**config.mk**
```make
export PLATFORM = sky130hd
export DESIGN_NAME = txbuf_window_sel
export DESIGN_NICKNAME = d
export VERILOG_FILES = /design/src/rtl/txsel_pkg.sv /design/src/rtl/txsel_lowbit.sv /design/src/rtl/txsel_selreg.sv /design/src/rtl/txsel_gate.sv /design/src/rtl/txbuf_window_sel.sv
export SDC_FILE = /design/constraint.sdc
export NUM_CORES = 1
export LEC_CHECK = 0
export ABC_CLOCK_PERIOD_IN_PS = 1970
export BUFFER_PORTS_ARGS = -buffer_cell sky130_fd_sc_hd__buf_2
export CAP_MARGIN = 20
export CORE_AREA = 2 2 39 41
export DETAILED_ROUTE_END_ITERATION = 6
export DIE_AREA = 0 0 41 43
export PLACE_DENSITY = 0.67
export SLEW_MARGIN = 20
export SYNTH_ARGS = -nofsm -noshare
export SYNTH_HDL_FRONTEND = slang
export SYNTH_SLANG_ARGS = --single-unit
```
**constraint.sdc**
```tcl
create_clock -name clk -period 1.97 [get_ports clk]
set_clock_uncertainty 0.15 [all_clocks]
set_input_delay 0.2955 -clock clk [delete_from_list [all_inputs] [get_ports clk]]
set_output_delay 0.2955 -clock clk [all_outputs]
set_load 0.01 [all_outputs]
```
**src/rtl/txsel_pkg.sv**
```systemverilog
// Shared sizing for the transmit buffer window selector.
// Assumes a byte-wide host register and a small number of buffers.
package txsel_pkg;
    localparam int TXSEL_NBUF   = 3;
    localparam int TXSEL_DATA_W = 8;
endpackage

```
**src/rtl/txsel_lowbit.sv**
```systemverilog
// Lowest-set-bit picker: keeps only the lowest-numbered 1 of its input.
// Assumes nothing about the input; an all-zero input yields all-zero.
module txsel_lowbit #(
    parameter int W = 3
) (
    input  logic [W-1:0] in_vec,
    output logic [W-1:0] out_vec
);
    logic [W:0] seen;   // seen[i]: some bit below i is set

    assign seen[0] = 1'b0;

    // Ripple chain marking positions above the first set bit.
    for (genvar i = 0; i < W; i++) begin : g_bit
        assign out_vec[i]  = in_vec[i] & ~seen[i];
        assign seen[i + 1] = seen[i] | in_vec[i];
    end

    always_comb begin
        assert (out_vec == (in_vec & (~in_vec + W'(1))))
            else $error("lowbit picker mismatch");
    end
endmodule

```
**src/rtl/txsel_selreg.sv**
```systemverilog
// Selection register: holds the one-hot buffer selection.
// Cleared in full initialization mode; written only in normal mode.
// Assumes pick_in is already reduced to a single set bit (or zero).
module txsel_selreg #(
    parameter int NBUF = 3
) (
    input  logic            clk,
    input  logic            rst_n,
    input  logic            wr,
    input  logic [NBUF-1:0] pick_in,
    input  logic            init_req,
    input  logic            init_ack,
    output logic [NBUF-1:0] sel
);
    logic in_init;
    logic in_run;

    assign in_init = init_req & init_ack;
    assign in_run  = ~init_req & ~init_ack;

    // Update the selection: reset, init clear, normal-mode write, else hold.
    always_ff @(posedge clk) begin
        if (!rst_n)
            sel <= '0;
        else if (in_init)
            sel <= '0;
        else if (in_run && wr)
            sel <= pick_in;
    end

    p_onehot_r2: assert property (@(posedge clk) disable iff (!rst_n)
        $onehot0(sel));
    p_init_clear_r5: assert property (@(posedge clk) disable iff (!rst_n)
        (init_req && init_ack) |=> (sel == '0));
    p_transition_hold_r6: assert property (@(posedge clk) disable iff (!rst_n)
        (init_req != init_ack) |=> $stable(sel));
    p_write_takes_r2: assert property (@(posedge clk) disable iff (!rst_n)
        (!init_req && !init_ack && wr) |=> (sel == $past(pick_in)));
endmodule

```
**src/rtl/txsel_gate.sv**
```systemverilog
// Window gate: derives buffer index and enable from the selection and
// empty flags, gates window data/write, and strobes on denied accesses.
// Assumes sel is one-hot or zero.
module txsel_gate #(
    parameter int NBUF   = 3,
    parameter int DATA_W = 8,
    localparam int IDX_W = (NBUF > 1) ? $clog2(NBUF) : 1
) (
    input  logic              clk,
    input  logic              rst_n,
    input  logic [NBUF-1:0]   sel,
    input  logic [NBUF-1:0]   tx_empty,
    input  logic              win_rd,
    input  logic              win_wr,
    input  logic [DATA_W-1:0] buf_rdata,
    output logic [DATA_W-1:0] win_rdata,
    output logic              buf_we,
    output logic [IDX_W-1:0]  buf_idx,
    output logic              win_en,
    output logic              win_blocked
);
    logic denied;

    // Encode the one-hot selection into a binary index (0 when none).
    always_comb begin
        buf_idx = '0;
        for (int i = 0; i < NBUF; i++) begin
            if (sel[i]) buf_idx = IDX_W'(i);
        end
    end

    assign win_en    = |(sel & tx_empty);
    assign buf_we    = win_wr & win_en;
    assign win_rdata = win_en ? buf_rdata : '0;
    assign denied    = (win_rd | win_wr) & ~win_en;

    // Register the denied-access strobe for one cycle.
    always_ff @(posedge clk) begin
        if (!rst_n)
            win_blocked <= 1'b0;
        else
            win_blocked <= denied;
    end

    p_we_needs_free_r8: assert property (@(posedge clk) disable iff (!rst_n)
        buf_we |-> (sel != '0 && tx_empty[buf_idx]));
    p_read_zero_r8: assert property (@(posedge clk) disable iff (!rst_n)
        (sel == '0) |-> (win_rdata == '0 && !buf_we));
    p_blocked_r9: assert property (@(posedge clk) disable iff (!rst_n)
        ((win_rd || win_wr) && !win_en) |=> win_blocked);
    p_no_blocked_r9: assert property (@(posedge clk) disable iff (!rst_n)
        !((win_rd || win_wr) && !win_en) |=> !win_blocked);
endmodule

```
**src/rtl/txbuf_window_sel.sv**
```systemverilog
// Transmit buffer window selector top: lowest-bit reduction of the host
// write, selection register, and window gating.
// Assumes reads of the selection register are combinational.
module txbuf_window_sel
    import txsel_pkg::*;
#(
    parameter int NBUF   = TXSEL_NBUF,
    parameter int DATA_W = TXSEL_DATA_W,
    localparam int IDX_W = (NBUF > 1) ? $clog2(NBUF) : 1
) (
    input  logic              clk,
    input  logic              rst_n,
    input  logic              reg_wr,
    input  logic [DATA_W-1:0] reg_wdata,
    output logic [DATA_W-1:0] reg_rdata,
    input  logic              init_req,
    input  logic              init_ack,
    input  logic [NBUF-1:0]   tx_empty,
    input  logic              win_rd,
    input  logic              win_wr,
    input  logic [DATA_W-1:0] buf_rdata,
    output logic [DATA_W-1:0] win_rdata,
    output logic              buf_we,
    output logic [IDX_W-1:0]  buf_idx,
    output logic              win_en,
    output logic              win_blocked
);
    logic [NBUF-1:0] pick;
    logic [NBUF-1:0] sel;
    logic            wr_unused_hi;

    assign wr_unused_hi = ^reg_wdata[DATA_W-1:NBUF];

    txsel_lowbit #(.W(NBUF)) u_lowbit (
        .in_vec  (reg_wdata[NBUF-1:0]),
        .out_vec (pick)
    );

    txsel_selreg #(.NBUF(NBUF)) u_selreg (
        .clk      (clk),
        .rst_n    (rst_n),
        .wr       (reg_wr),
        .pick_in  (pick),
        .init_req (init_req),
        .init_ack (init_ack),
        .sel      (sel)
    );

    txsel_gate #(.NBUF(NBUF), .DATA_W(DATA_W)) u_gate (
        .clk         (clk),
        .rst_n       (rst_n),
        .sel         (sel),
        .tx_empty    (tx_empty),
        .win_rd      (win_rd),
        .win_wr      (win_wr),
        .buf_rdata   (buf_rdata),
        .win_rdata   (win_rdata),
        .buf_we      (buf_we),
        .buf_idx     (buf_idx),
        .win_en      (win_en),
        .win_blocked (win_blocked)
    );

    assign reg_rdata = {{(DATA_W-NBUF){1'b0}}, sel};

    p_read_upper_zero_r3: assert property (@(posedge clk) disable iff (!rst_n)
        reg_rdata[DATA_W-1:NBUF] == '0);
endmodule

```
==> out/metrics.yaml <==
status:
  status: "complete, no violations"
power:
  ir_worst_vdd_v: 0.0001736
  leakagePower_uw: 0.0003280
  p_switching_uw: 53.42
  seq_power_share_pct: 37.1
  p_int_uw: 176.5
  sw_frac_of_total_pct: 23.24
  clockPowerShare_pct: 43.2
  powerDensity_nw_per_um2: 459.3
  p_comb_share_pct: 19.7
worst_setup_path:
  path_max_fanout: 10
  crit_path_start_kind: "register"
  worstSetupEndpointType: "primary output"
  cp.required_ns: 1.52
  reg2regPathDepth: 4
  critPathKind: "reg -> out"
  arrival_ns: 1.40
global_routing:
  grt_max_degree: 11
  antenna_found_initial: 0
  track_usage_pct: 9.246
  grt_first_pass_wirelength_um: 1035
  grt-ovfl-total: 0
  grt_pass1_vias: 269
clock_network:
  clk_latency_ns: 0.23
  cts_buffers: 3
  cts_num_sinks: 4
  cts_tree: "built"
  hold_buffers: 0
  post_cts_buffers: 0
  clk_path_buf_depth: 2
  cts_root_buf: "clkbuf_4"
  htree_levels: 1
  clk_pin_slew_ns: 0.04
  post_cts_resized: 0
timing:
  post-route-period-util_pct: 93.72
  setup_slack_ns: 0.1238
  max-slew-margin-rel_pct: 63.92
  worstMarginPinSlew_ns: 0.5400
  fin_setup_tns_ns: 0
  period_needed_ns: 1.846
  setup_viol: 0
  hold_viol: 0
  slew_violations: 0
  clock.fmax_mhz: 541.6
  rsz0062_at_grt: "false"
synthesis:
  synth_seq_cells: 4
  yosysUniqueCellTypes: 18
  ys_warn_count: 0
  synth_area_um2: 300.3
  ys_seq_area_share_pct: 26.67
  avgSynthCellArea_um2: 8.116
  syn_inst: 37
placement:
  place_congestion: 0.6521
  dp_cells: 88
  place_worst_setup_slack_ns: 0.2652
  hpwlAfterDp_um: 659.5
  io_buffers: 36
floorplan:
  start_util_pct: 21.70
  die_w_um: 41
  die_h_um: 43
  core_um2: 1384
  io_pins: 47
  die_area_um2: 1763
  rows: 14
worst_hold_path:
  min_path_cells: 3
  hold_class: "in -> reg"
job:
  max-cap-violations: 0
layout:
  drive_gt1_share_pct: 60.00
  diodes: 0
  area_growth_syn_to_layout_pct: 66.67
  nNetsFinal: 103
  final_cell_count_no_fill: 91
detailed_routing:
  drcViolationCount: 0
  drt.antenna.violating_nets: 0
  routedWlPerCell_um: 8.341
  drt-vias-per-instance: 3.934
  drt-pass1-iter-count: 4
  wirelength_um: 759
  drtIter0Drc: 3
  vias: 358
==> kinds of logic (layout without fill, tap and decap cells) <==
group,count (synthesis),in the layout,share of synthesized area (%)
DFF,4,4,26.67
buffers and inverters,7,41,16.25
muxes,1,1,3.333
other,1,5,1.249
AOI/OAI and AO/OA,4,4,8.332
and+or+nand+nor,20,20,44.17
==> power groups by stage <==
| stage | sequential, uW | combinational [uW] | clock, uW |
|---|---|---|---|
| finish | 85.2 | 45.3 | 99.4 |
| global route | 85.4 | 52.6 | 107 |
| CTS | 85.2 | 45.9 | 105 |
| detailed placement | 86.5 | 45.7 | 0 |
| global placement | 86.2 | 44.8 | 0 |
| floorplan | 87.4 | 24.7 | 0 |
==> final timing paths <==
kind	end	slack, ns	start
worst max-delay path	win_rdata[3]	0.12	u_selreg.sel[1]
worst min-delay path	u_gate.win_blocked	0.17	rst_n
worst min register to register	u_selreg.sel[2]	0.38	u_selreg.sel[2]
worst max register to register	u_gate.win_blocked	0.78	u_selreg.sel[1]
==> Yosys cell counts (all sizes together) <==
cell type,instances,area (um2)
and2b,9,73.82
a21oi,2,10.01
a222oi,1,10.01
dfxtp,4,80.08
mux2i,1,10.01
nand2b,1,6.260
nor2,3,11.26
inv,1,3.750
nand3,1,5.000
conb,1,3.750
buf,6,45.04
nand2,2,7.510
o21ai,1,5.000
or2b,1,7.510
nand3b,1,7.510
nor2b,1,6.260
nor3b,1,7.510
==> metal layers <==
metal	vias to the layer above	GRT usage, %	part of all wire, %
li1	186	-	-
met1	142	9.032	37
met2	30	13.13	42
met3	0	5.236	21
met4	0	8.000	0
met5	-	0	0
==> placed cells by master, fill, tap and decap left out, drive strengths merged <==
cell    instances
clkbuf          3
nor3b           1
conb            5
nand3           1
dfxtp           4
mux2i           1
nand3b          1
nor2b           1
a21oi           2
a222oi          1
nor2            3
o21ai           1
nand2           2
and2b           9
buf            37
or2b            1
inv             1
nand2b          1
==> sequential cells by signal, indices dropped and copies added (netlist names) <==
register	flops
u_selreg.sel	3
u_gate.win_blocked	1
==> final cells by class <==
| class | instances | area [um2] |
|---|---|---|
| repair buffers | 37 | 187.7 |
| inverters | 1 | 3.754 |
| fillers | 150 | 883.3 |
| flip-flops and latches | 4 | 80.08 |
| well taps | 16 | 20.02 |
| multi-input cells | 30 | 186.4 |
| clock buffers | 3 | 22.52 |
==> critical path, stage by stage, from the launching register on <==
cell      delay, ns
dfxtp_1        0.32
a222oi_1       0.30
buf_4          0.20
and2b_2        0.21
buf_2          0.13
==> through the flow <==
stage,area (um2),util (%),power [uW],hold WS (ns)
2_1_floorplan,315.3,-,112.1,0.2812
3_3_place_gp,478.0,34.54,131.1,0.3578
3_5_place_dp,478.0,34.54,132.2,0.3730
4_1_cts,500.5,36.17,235.7,0.1665
5_1_grt,500.5,36.17,244.9,0.2107
6_report,500.5,36.17,229.9,0.1696
(Power assumes the default switching activity.)
